`config.mk`:
```
export PLATFORM = sky130hd
export DESIGN_NAME = slot_bringup_seq
export DESIGN_NICKNAME = d
export VERILOG_FILES = /design/src/rtl/sbs_pkg.sv /design/src/rtl/sbs_timer.sv /design/src/rtl/sbs_speed.sv /design/src/rtl/sbs_fsm.sv /design/src/rtl/sbs_drive.sv /design/src/rtl/slot_bringup_seq.sv
export SDC_FILE = /design/constraint.sdc
export NUM_CORES = 1
export LEC_CHECK = 0
export BUFFER_PORTS_ARGS = -buffer_cell sky130_fd_sc_hd__buf_2
export CAP_MARGIN = 20
export CORE_MARGIN = 2
export CORE_UTILIZATION = 54
export DETAILED_ROUTE_END_ITERATION = 6
export GPL_TIMING_DRIVEN = 0
export PLACE_DENSITY = 0.8
export SLEW_MARGIN = 40
export SYNTH_ARGS = -nofsm -noshare
export SYNTH_HDL_FRONTEND = slang
export SYNTH_SLANG_ARGS = --single-unit
```
`constraint.sdc`:
```
create_clock -name clk -period 2.55 [get_ports clk]
set_clock_uncertainty 0.15 [all_clocks]
set_input_delay 0.3825 -clock clk [delete_from_list [all_inputs] [get_ports clk]]
set_output_delay 0.3825 -clock clk [all_outputs]
set_load 0.02 [all_outputs]
```
`src/rtl/sbs_pkg.sv`:
```
package sbs_pkg;

  typedef enum logic [2:0] {
    ST_IDLE,
    ST_PWR,
    ST_HOLD,
    ST_POLL,
    ST_SETTLE,
    ST_READY,
    ST_FAULT
  } sbs_state_e;

  // cycles covering amt units of 1/unit seconds, rounded up, never zero
  function automatic int unsigned cycles_for(int unsigned hz, int unsigned amt,
                                             int unsigned unit);
    longint unsigned p;
    p = (64'(hz) * 64'(amt) + 64'(unit) - 64'd1) / 64'(unit);
    if (p == 64'd0) p = 64'd1;
    return 32'(p);
  endfunction

  function automatic int unsigned umax(int unsigned a, int unsigned b);
    return (a > b) ? a : b;
  endfunction

endpackage

```
`src/rtl/sbs_timer.sv`:
```
module sbs_timer #(
  parameter int CW = 8
) (
  input  logic          clk,
  input  logic          rst_n,
  input  logic          load,
  input  logic [CW-1:0] load_val,
  output logic          zero
);
  logic [CW-1:0] cnt;

  always_ff @(posedge clk or negedge rst_n) begin
    if (!rst_n)              cnt <= '0;
    else if (load)           cnt <= load_val;
    else if (cnt != '0)      cnt <= cnt - 1'b1;
  end

  assign zero = (cnt == '0);

  // an expired count never wraps back to a large value
  p_no_wrap_r4: assert property (@(posedge clk) disable iff (!rst_n)
    (!load && zero) |=> zero);

endmodule

```
`src/rtl/sbs_speed.sv`:
```
module sbs_speed #(
  parameter logic [1:0] FAST_MIN = 2'd2
) (
  input  logic [1:0] max_speed,
  output logic       fast
);
  // codes at or above FAST_MIN advertise more than 5 GT/s
  assign fast = (max_speed >= FAST_MIN);
endmodule

```
`src/rtl/sbs_fsm.sv`:
```
module sbs_fsm
  import sbs_pkg::*;
#(
  parameter int          CW         = 8,
  parameter int unsigned HOLD_CYC   = 4,
  parameter int unsigned POLL_CYC   = 4,
  parameter int unsigned SETTLE_CYC = 4
) (
  input  logic          clk,
  input  logic          rst_n,
  input  logic          start,
  input  logic          pwr_good,
  input  logic          link_up,
  input  logic          fast,
  input  logic          tmr_zero,
  output logic          tmr_load,
  output logic [CW-1:0] tmr_val,
  output sbs_state_e    st_next
);
  localparam logic [CW-1:0] HOLD_LD   = CW'(HOLD_CYC - 1);
  localparam logic [CW-1:0] POLL_LD   = CW'(POLL_CYC - 1);
  localparam logic [CW-1:0] SETTLE_LD = CW'(SETTLE_CYC - 1);

  sbs_state_e st_q, st_d;

  always_comb begin
    st_d = st_q;
    if (start) begin
      st_d = (st_q == ST_IDLE) ? ST_PWR : ST_IDLE;
    end else begin
      case (st_q)
        ST_IDLE:   st_d = ST_IDLE;
        ST_PWR:    if (pwr_good) st_d = ST_HOLD;
        ST_HOLD:   if (tmr_zero) st_d = ST_POLL;
        ST_POLL: begin
          if (link_up)       st_d = fast ? ST_SETTLE : ST_READY;
          else if (tmr_zero) st_d = ST_FAULT;
        end
        ST_SETTLE: if (tmr_zero) st_d = ST_READY;
        ST_READY:  st_d = ST_READY;
        ST_FAULT:  st_d = ST_FAULT;
        default:   st_d = ST_IDLE;
      endcase
    end
  end

  always_comb begin
    tmr_load = (st_d != st_q);
    case (st_d)
      ST_HOLD:   tmr_val = HOLD_LD;
      ST_POLL:   tmr_val = POLL_LD;
      ST_SETTLE: tmr_val = SETTLE_LD;
      default:   tmr_val = '0;
    endcase
  end

  always_ff @(posedge clk or negedge rst_n) begin
    if (!rst_n) st_q <= ST_IDLE;
    else        st_q <= st_d;
  end

  assign st_next = st_d;

  // no progress while the supply is not good
  p_wait_power_r2: assert property (@(posedge clk) disable iff (!rst_n)
    (st_q == ST_PWR && !start && !pwr_good) |=> st_q == ST_PWR);
  // the hold interval is never cut short
  p_hold_full_r4: assert property (@(posedge clk) disable iff (!rst_n)
    (st_q == ST_HOLD && !start && !tmr_zero) |=> st_q == ST_HOLD);
  // link-up inside the window always wins over expiry
  p_link_wins_r5: assert property (@(posedge clk) disable iff (!rst_n)
    (st_q == ST_POLL && !start && link_up) |=>
      (st_q == ST_READY || st_q == ST_SETTLE));
  // the fault holds until a start request
  p_fault_sticky_r7: assert property (@(posedge clk) disable iff (!rst_n)
    (st_q == ST_FAULT && !start) |=> st_q == ST_FAULT);

endmodule

```
`src/rtl/sbs_drive.sv`:
```
module sbs_drive
  import sbs_pkg::*;
(
  input  logic       clk,
  input  logic       rst_n,
  input  sbs_state_e st_next,
  output logic       pwr_en,
  output logic       refclk_en,
  output logic       perst_n,
  output logic       ready,
  output logic       timeout_err
);
  always_ff @(posedge clk or negedge rst_n) begin
    if (!rst_n) begin
      pwr_en      <= 1'b0;
      refclk_en   <= 1'b0;
      perst_n     <= 1'b0;
      ready       <= 1'b0;
      timeout_err <= 1'b0;
    end else begin
      pwr_en      <= (st_next != ST_IDLE);
      refclk_en   <= (st_next != ST_IDLE) && (st_next != ST_PWR);
      perst_n     <= (st_next == ST_POLL) || (st_next == ST_SETTLE) ||
                     (st_next == ST_READY);
      ready       <= (st_next == ST_READY);
      timeout_err <= (st_next == ST_FAULT);
    end
  end

  // reset is released only with the clock already running
  p_clk_lead_r4: assert property (@(posedge clk) disable iff (!rst_n)
    $rose(perst_n) |-> $past(refclk_en));
  // a fault re-asserts reset on the slot
  p_fault_reset_r7: assert property (@(posedge clk) disable iff (!rst_n)
    timeout_err |-> !perst_n && !ready);

endmodule

```
`src/rtl/slot_bringup_seq.sv`:
```
module slot_bringup_seq
  import sbs_pkg::*;
#(
  parameter int unsigned CLK_HZ    = 100_000_000,
  parameter int unsigned PERST_MS  = 100,
  parameter int unsigned LEAD_US   = 100,
  parameter int unsigned POLL_MS   = 100,
  parameter int unsigned SETTLE_MS = 100
) (
  input  logic       clk,
  input  logic       rst_n,
  input  logic       start,
  input  logic       pwr_good,
  input  logic       link_up,
  input  logic [1:0] max_speed,
  output logic       pwr_en,
  output logic       refclk_en,
  output logic       perst_n,
  output logic       ready,
  output logic       timeout_err
);
  localparam int unsigned PERST_CYC  = cycles_for(CLK_HZ, PERST_MS, 1000);
  localparam int unsigned LEAD_CYC   = cycles_for(CLK_HZ, LEAD_US, 1_000_000);
  localparam int unsigned HOLD_CYC   = umax(PERST_CYC, LEAD_CYC);
  localparam int unsigned POLL_CYC   = cycles_for(CLK_HZ, POLL_MS, 1000);
  localparam int unsigned SETTLE_CYC = cycles_for(CLK_HZ, SETTLE_MS, 1000);
  localparam int unsigned CNT_MAX    = umax(HOLD_CYC, umax(POLL_CYC, SETTLE_CYC));
  localparam int          CW         = $clog2(CNT_MAX + 1);

  logic          fast, tmr_zero, tmr_load;
  logic [CW-1:0] tmr_val;
  sbs_state_e    st_next;

  sbs_speed u_speed (
    .max_speed (max_speed),
    .fast      (fast)
  );

  sbs_timer #(.CW(CW)) u_timer (
    .clk      (clk),
    .rst_n    (rst_n),
    .load     (tmr_load),
    .load_val (tmr_val),
    .zero     (tmr_zero)
  );

  sbs_fsm #(
    .CW(CW), .HOLD_CYC(HOLD_CYC), .POLL_CYC(POLL_CYC), .SETTLE_CYC(SETTLE_CYC)
  ) u_fsm (
    .clk      (clk),
    .rst_n    (rst_n),
    .start    (start),
    .pwr_good (pwr_good),
    .link_up  (link_up),
    .fast     (fast),
    .tmr_zero (tmr_zero),
    .tmr_load (tmr_load),
    .tmr_val  (tmr_val),
    .st_next  (st_next)
  );

  sbs_drive u_drive (
    .clk         (clk),
    .rst_n       (rst_n),
    .st_next     (st_next),
    .pwr_en      (pwr_en),
    .refclk_en   (refclk_en),
    .perst_n     (perst_n),
    .ready       (ready),
    .timeout_err (timeout_err)
  );

  // ready only with the slot fully up and no fault
  p_ready_clean_r6: assert property (@(posedge clk) disable iff (!rst_n)
    ready |-> (perst_n && refclk_en && pwr_en && !timeout_err));
  // start while active aborts to idle
  p_abort_r8: assert property (@(posedge clk) disable iff (!rst_n)
    (start && pwr_en) |=> (!pwr_en && !refclk_en && !perst_n && !ready));
  // clock and reset release never run without power
  p_power_first_r1: assert property (@(posedge clk) disable iff (!rst_n)
    !pwr_en |-> (!refclk_en && !perst_n));

endmodule

```
---- After elaboration in Yosys (flattened, before gate mapping) ----
Index checks and enable logic that the tools add are counted.
storage, ports and cells
  register bits ........................... 32
  bits of input ports ..................... 7
  output and inout port bits .............. 5
  word-level logic and storage cells ...... 43
cells by class
  add/sub/neg operators ................... 1
  magnitude comparators ................... 1
  eq/ne operators ......................... 13
  mux-type cells .......................... 12
  reductions and logical operators ........ 9
operator list
  kind                                                                     count
  24-bit two-way mux                                                       3
  24-bit zero test                                                         1
  24-bit nonzero test                                                      1
  24-bit by 1-bit subtractor with 24-bit output, second input constant     1
  3-bit equality test, second input constant                               6
  3-bit two-way mux                                                        6
  3-bit one-hot mux with 6 select lines                                    1
  3-bit by 2-bit equality test with 1-bit output, second input constant    4
  3-bit by 1-bit equality test with 1-bit output, second input constant    1
  3-bit zero test                                                          1
  3-bit by 1-bit inequality test with 1-bit output, second input constant  1
  3-bit inequality test                                                    1
  3-bit nonzero test                                                       1
  3-bit OR reduction                                                       1
  2-bit greater-or-equal comparator, second input constant                 1
  1-bit logical OR                                                         2
  1-bit two-way mux                                                        2
  2-bit nonzero test                                                       1
  1-bit logical AND                                                        1

---- Depth between registers and ports, before layout ----
Gate-level depths: netlist of run 1.
  depth after elaboration ................. 9
  mapped depth ............................ 10
  depth with buffers taken out ............ 8

---- Hierarchy ----
From an unflattened synthesis of run 1, not the netlist that was laid out.
unflattened totals
  cell total of the unflattened synthesis .. 242
  area total of the unflattened synthesis .. 2162.1 um2
modules (own cells, without submodules)
  module     instances  cells an instance  area each (um2)  sequential area each (um2)
  sbs_timer  1          164                1506.4           600.6
  sbs_fsm    1          65                 483.0            75.1
  sbs_drive  1          12                 168.9            125.1
  sbs_speed  1          1                  3.8              0.0

---- Worst setup path after synthesis of run 1 ----
OpenSTA, ideal clock, no wires.
  kind .................................... flip-flop to flip-flop
  start point ............................. register u_timer.cnt[0]
  end point ............................... register u_timer.cnt[4]
  library setup time ...................... 0.135 ns
  data arrival time ....................... 2.376 ns
  data required time ...................... 2.265 ns
  slack ................................... -0.111 ns
  cell stages (with the launch flop) ...... 10
  buffers on the path ..................... 1
  clock period less this slack ............ 2.661 ns
  cell sequence ........................... dfrtp_1 inv_1 ha_1 nor4b_1 nand4bb_4 mux2_4 o21a_1 o21ai_0 buf_4 o22ai_1
between the ends
  longest elaborated chain between the ends .. 9
  elaborated cells between the ends (all ways) .. 18
  classes of those cells .................. add/sub (1); eq/ne (4); mux (9); reduce/logical (4)
RTL lines
  element                                                                                       RTL line         text
  from (decl)                                                                                   sbs_timer.sv:10  logic [CW-1:0] cnt;
  from (signal assigned)                                                                        sbs_timer.sv:14  else if (load) cnt <= load_val;
  from (signal assigned)                                                                        sbs_timer.sv:15  else if (cnt != '0) cnt <= cnt - 1'b1;
  24-bit zero test                                                                              sbs_timer.sv:18  assign zero = (cnt == '0);
  3-bit two-way mux                                                                             sbs_fsm.sv:37    else if (tmr_zero) st_d = ST_FAULT;
  3-bit two-way mux                                                                             sbs_fsm.sv:36    if (link_up) st_d = fast ? ST_SETTLE : ST_READY;
  3-bit one-hot mux with 6 select lines                                                         sbs_fsm.sv:31    case (st_q)
  3-bit two-way mux                                                                             sbs_fsm.sv:28    if (start) begin
  3-bit by 2-bit equality test with 1-bit output / 3-bit equality test (equally long branches)  sbs_fsm.sv:49    case (st_d)
  3-bit OR reduction (no source line)                                                           n/a
  24-bit two-way mux                                                                            sbs_fsm.sv:49
  24-bit two-way mux                                                                            sbs_timer.sv:14
Parallel ways exist; a longest one is shown, timed or not. The select of a mux whose other input is x is not followed.
A chain may end at the register's enable or synchronous reset.

---- Worst setup path in the final report of run 1 ----
  start point ............................. register u_timer.cnt[15]
  end point ............................... register u_timer.cnt[23]
The elaborated chain is that of the path after synthesis.

==> results.json, run 1 <==
{
  "worst_setup_path_start_kind": "flip-flop",
  "antenna_found_initial": 0,
  "clk_pin_slew_ps": 100,
  "routed_via_density": 5.84,
  "ios": 12,
  "grt_pass1_wl_um": 7360,
  "htreeDepth": 2,
  "synth_area_sq_mm": 0.00185,
  "place.gp.congestion": 0.858,
  "area_delta_synth_final_pct": 26.9,
  "overflow": 0,
  "die_w_um": 62.6,
  "setup_ws_ps": -111,
  "fin_cells": 269,
  "die_area_sq_mm": 0.00392,
  "seq_area_sq_um": 801,
  "grt_use_total_pct": 24.1,
  "hp-class": "primary input to flip-flop",
  "yosys.area.top_type_share_pct": 43.2,
  "utilization_pct": 71.0,
  "hpwl_um": 2520,
  "powerDensity_mw_per_mm2": 1160,
  "cts_root_buf": "clkbuf_4",
  "worstSetupPathType": "flip-flop to flip-flop",
  "yosysTopAreaCell": "dfrtp_1",
  "drt-total-wl_um": 4400,
  "synth_area_per_cell_sq_um": 9.75,
  "worstMarginPinSlew_ps": 708,
  "first_iter_violations": 102,
  "final-hold-violation-count": 0,
  "grt_pass1_vias": 1560,
  "synth_seq_area_share_pct": 43.2,
  "worstPathCellList": "or4_4, nand4bb_4, mux2_4, o21a_4, a32o_2, buf_6, o22ai_2",
  "clock_latency_ps": 340,
  "syn-num-nets": 198,
  "ys_warn_count": 0,
  "post-route-min-period_ps": 2660,
  "cpPeakStageDelay_ps": 540,
  "die_h_um": 62.6,
  "n_antenna_cell": 0,
  "clock_tree.buffer_depth": 2,
  "slew_headroom_pct": 52.8,
  "status": "finished, violations left",
  "synth-seq-cells": 32,
  "drtPass1Iterations": 4,
  "layout-drive-gt1-share_pct": 34.1,
  "drv_cap": 0,
  "rsz0062_at_grt": "yes",
  "cp_data_required_time_ps": 2660,
  "ant_nets": 0,
  "drc": 0,
  "core_area_sq_mm": 0.00331,
  "yosysUniqueCellTypes": 42,
  "grt_start_max_net_pins": 33,
  "dpl.cell_count": 245,
  "power_uw": 2720,
  "avgRoutedWirePerCell_um": 16.3,
  "critPathArrivalTime_ps": 2770,
  "multi_input_area_sq_mm": 0.00113,
  "path_delay_family": "simple AND/OR/NAND/NOR gates",
  "synthCells": 190,
  "cts_tree": "built",
  "slew_violations": 0,
  "rows": 21,
  "io_buffers": 9,
  "p_leak_uw": 0.000999,
  "slowest_stage": "or4_4",
  "path_buf_inv": 1,
  "synth_area_leaders": "dfrtp_1 (43%), xnor2_1 (9.9%), nor2_1 (6.1%)",
  "fin_crit_sh_pct": 104,
  "via_count": 1571,
  "start_util_pct": 56.0,
  "dpl_cell_area_sq_mm": 0.00196,
  "failed_checks": "negative setup slack",
  "clock-sinks": 32,
  "fmax_mhz": 376,
  "endpoint_kind": "flip-flop",
  "crit_fanout": 5,
  "cts_buffers": 5,
  "final-setup-viol-count": 14,
  "nets": 230,
  "vdd_drop_max_mv": 0.640,
  "final_area_sq_mm": 0.00235,
  "fillers": 236
}
## logic make-up (layout without fill, tap and decap cells)
logic type,count (synthesis),after routing,share of synthesized area [%]
compound gates,37,37,14.1
xor+xnor,23,23,10.9
simple gates,79,79,23.2
fa+ha+maj,1,1,0.675
mux,4,4,2.50
flops,32,32,43.2
buf+inv,14,47,5.40
## power by group
| part | switching [uW] | internal (uW) |
|---|---|---|
| registers | 167 | 650 |
| logic | 770 | 829 |
| clock network | 171 | 136 |
## worst paths after layout
check | cells past startpoint | from | end | slack [ps]
max in group asynchronous | 2 | rst_n | u_timer.cnt[11]$_DFFE_PN0P_ | 1320
min reg2reg | 2 | u_timer.cnt[13]$_DFFE_PN0P_ | u_timer.cnt[13]$_DFFE_PN0P_ | 440
min | 2 | start | u_drive.refclk_en$_DFF_PN0_ | 70
max reg2reg | 7 | u_timer.cnt[15]$_DFFE_PN0P_ | u_timer.cnt[23]$_DFFE_PN0P_ | -110
min in group asynchronous | 2 | rst_n | u_drive.timeout_err$_DFF_PN0_ | 470
max | 7 | u_timer.cnt[15]$_DFFE_PN0P_ | u_timer.cnt[23]$_DFFE_PN0P_ | -110
## state kept, by name (all words and copies together), names as in the netlist
| register | flops |
|---|---|
| u_drive.timeout_err | 1 |
| u_fsm.st_q | 3 |
| u_drive.ready | 1 |
| u_drive.perst_n | 1 |
| u_drive.refclk_en | 1 |
| u_timer.cnt | 24 |
| u_drive.pwr_en | 1 |
## cells in the final DEF, fill, tap and decap left out, types with 3 or more instances in the layout
cell | Yosys | routed
nor2_1 | 30 | 30
nor3b_1 | 3 | 3
xnor2_1 | 21 | 21
buf_6 | 4 | 9
o22ai_2 | 0 | 13
nor4_1 | 6 | 5
buf_2 | 0 | 9
inv_1 | 6 | 4
o21ai_0 | 8 | 5
dfrtp_1 | 32 | 32
clkbuf_4 | 0 | 6
or4_4 | 1 | 3
buf_4 | 2 | 11
nor3_1 | 9 | 9
nand2_1 | 14 | 14
## per-stage QoR
step           hold slack [ps]  setup slack (ps)  TNS (ps)
2_1_floorplan            -63.1              23.6         0
3_3_place_gp               320              -249     -4780
3_5_place_dp               323              -291     -5920
4_1_cts                   69.8             -18.2      -103
5_1_grt                   75.6              -144     -1370
6_report                  74.1              -111      -833
## layout make-up
| class | count | area share (%) |
|---|---|---|
| multi-input cells | 144 | 48.1 |
| repair buffers | 25 | 8.14 |
| flip-flops and latches | 32 | 34.1 |
| clock buffers | 8 | 2.50 |
| well taps | 46 | 2.45 |
| inverters | 6 | 0.958 |
| plain buffers | 8 | 3.78 |
## routing by layer
| metal | routed length [um] | GRT usage, % | up-vias | share of wire, % |
|---|---|---|---|---|
| met5 | 0 | 0 | - | 0 |
| met4 | 145 | 8.89 | 0 | 3.3 |
| met3 | 207 | 6.49 | 15 | 4.7 |
| met2 | 2290 | 41.3 | 52 | 52 |
| met1 | 1760 | 29.1 | 757 | 40 |
| li1 | - | - | 747 | - |
## synth_stat cells
cell	instances
ha_1	1
nor2b_1	1
buf_4	2
buf_1	1
nor3_1	9
nor3b_1	3
or3b_2	1
a211oi_1	2
or2b_2	2
dfrtp_1	32
nor4b_2	1
or4_4	1
o31ai_1	2
mux2_4	1
o41a_1	1
a22oi_1	1
o21a_1	2
or4_2	1
xnor2_1	21
inv_1	6
and2_1	2
buf_6	4
clkbuf_8	1
a21oi_1	2
mux2i_1	2
a32o_2	1
a32oi_1	1
o21ba_2	2
a32oi_2	1
and2b_1	1
or3_1	2
nand4bb_4	1
xor2_1	2
o21ai_0	8
nand2_1	14
nor4b_1	2
nor4_1	6
mux2_2	1
o22ai_1	13
o211a_1	1
or4_1	2
nor2_1	30
## timing repair
item	in CTS	in global routing
gates cloned	1	0
resized for setup	24	16
pin swaps	7	15
endpoints found under the setup margin	25	24
endpoints found under the hold margin	32	0
hold buffers	1	0
buffers inserted	9	5
Power figures use the tool's default switching activity.
==> inputs of run 2 (changes only) <==
- SKIP_CTS_REPAIR_TIMING: not set -> 1
==> run 2 against run 1 <==
  * The flow still finishes with violations (negative setup slack)
  * Hold slack got worse by 2.8 ps
  * Combinational power decreased by 3%
  * Non-clock buffer count fell by 1
  * Sequential power about the same
  * Final cell count decreased by 0.37%
  * Maximum frequency down 0.18%
  * Critical path type unchanged
  * Critical endpoint is now u_timer.cnt[4]$_DFFE_PN0P_
==> results.json, run 2 (synthesized netlist as in run 1, its figures left out) <==
{
  "status": "finished, violations left",
  "failed_checks": "negative setup slack",
  "die_h_um": 62.6,
  "htreeDepth": 2,
  "endpoint_kind": "flip-flop",
  "core_area_sq_mm": 0.00331,
  "routed_via_density": 5.68,
  "grt_use_total_pct": 22.2,
  "place.gp.congestion": 0.858,
  "whs_ps": 71.3,
  "p_leak_uw": 0.000989,
  "rows": 21,
  "slew_headroom_pct": 52.1,
  "slew_violations": 0,
  "dpl_cell_area_sq_mm": 0.00196,
  "clock-sinks": 32,
  "io_buffers": 9,
  "final-hold-violation-count": 0,
  "final-setup-viol-count": 12,
  "cts_tree": "built",
  "via_count": 1522,
  "final_area_sq_mm": 0.00233,
  "cts_root_buf": "clkbuf_4",
  "fin_crit_sh_pct": 105,
  "layout-drive-gt1-share_pct": 33.3,
  "grt_start_max_net_pins": 33,
  "grt_pass1_wl_um": 6800,
  "critPathArrivalTime_ps": 2780,
  "overflow": 0,
  "clock_latency_ps": 340,
  "fmax_mhz": 375,
  "cp_data_required_time_ps": 2660,
  "crit_fanout": 6,
  "rsz0062_at_grt": "yes",
  "nets": 229,
  "ios": 12,
  "powerDensity_mw_per_mm2": 1150,
  "vdd_drop_max_mv": 0.628,
  "die_area_sq_mm": 0.00392,
  "clk_pin_slew_ps": 100,
  "drt-total-wl_um": 4150,
  "area_delta_synth_final_pct": 25.6,
  "drv_cap": 0,
  "cts_buffers": 5,
  "post-route-min-period_ps": 2670,
  "final_cell_mix": "dfrtp_1 (32), nor2_1 (30), xnor2_1 (21), buf_4 (15), nand2_1 (14)",
  "fillers": 244,
  "antenna_found_initial": 0,
  "drtPass1Iterations": 4,
  "ant_nets": 0,
  "avgRoutedWirePerCell_um": 15.5,
  "largest_reg_flops": 24,
  "die_w_um": 62.6,
  "worstMarginPinSlew_ps": 718,
  "worstSetupPathType": "flip-flop to flip-flop",
  "first_iter_violations": 110,
  "setup_ws_ps": -116,
  "r2r_slack_ps": -120,
  "top_regs": "u_timer.cnt x24, u_fsm.st_q x3",
  "start_util_pct": 56.0,
  "hp-class": "primary input to flip-flop",
  "n_antenna_cell": 0,
  "clock_tree.buffer_depth": 2,
  "worst_setup_path_start_kind": "flip-flop",
  "layout_commonest_cell": "dfrtp_1",
  "drc": 0,
  "hpwl_um": 2520,
  "grt_pass1_vias": 1450,
  "regMostFlops": "u_timer.cnt"
}
[run 2: changes by cell type in the layout (fill, tap and decap cells not counted), moves of 2 or more]
cell     delta
o22ai_1     +2
buf_4       +4
o22ai_2     -2
buf_6       -6
[run 2: final timing paths]
check / cells past startpoint / end / startpoint
setup / recovery: 7 / u_timer.cnt[4]$_DFFE_PN0P_ / u_timer.cnt[15]$_DFFE_PN0P_
min in group asynchronous: 2 / u_drive.timeout_err$_DFF_PN0_ / rst_n
hold reg to reg: 2 / u_timer.cnt[11]$_DFFE_PN0P_ / u_timer.cnt[11]$_DFFE_PN0P_
max in group asynchronous: 2 / u_timer.cnt[5]$_DFFE_PN0P_ / rst_n
hold / removal: 2 / u_drive.refclk_en$_DFF_PN0_ / start
setup reg to reg: 7 / u_timer.cnt[4]$_DFFE_PN0P_ / u_timer.cnt[15]$_DFFE_PN0P_
[run 2: final cells by class]
class | count | area (sq um) | area share (%)
buffer | 8 | 82.6 | 3.55
clock buffer | 8 | 58.8 | 2.53
inverter | 6 | 22.5 | 0.968
multi-input combinational | 144 | 1130 | 48.4
sequential | 32 | 801 | 34.4
tap | 46 | 57.6 | 2.47
timing repair buffer | 24 | 178 | 7.63
[run 2: per-layer routing]
layer  GRT usage [%]  routed length, um  vias to the layer above
met5               0                  0                        -
met4            7.78                 59                        0
met3            5.59                170                        8
met2            37.1               2050                       34
met1            28.1               1860                      743
li1                -                  -                      737
[run 2: worst max-delay path, cell delays in order, from the launching register on]
cell       delay [ps]
dfrtp_1           410
or4_4             540
nand4bb_4         250
mux2_4            360
o21a_4            220
a32o_2            340
clkbuf_16         180
o22ai_2           130
[run 2: through the flow]
step | utilization (%) | total power (uW) | setup slack, ps | TNS, ps | std cells
floorplan | - | 1750 | 23.6 | 0 | 190
global placement | 59.3 | 1930 | -249 | -4780 | 245
detailed placement | 59.3 | 1960 | -291 | -5920 | 245
CTS | 61.0 | 2280 | -337 | -6490 | 253
global route | 70.3 | 2870 | -146 | -1810 | 268
finish | 70.3 | 2680 | -116 | -1160 | 268
[run 2: power by group]
group / switching [uW] / internal (uW)
Clock: 170 / 136
Combinational: 749 / 803
Sequential: 168 / 650
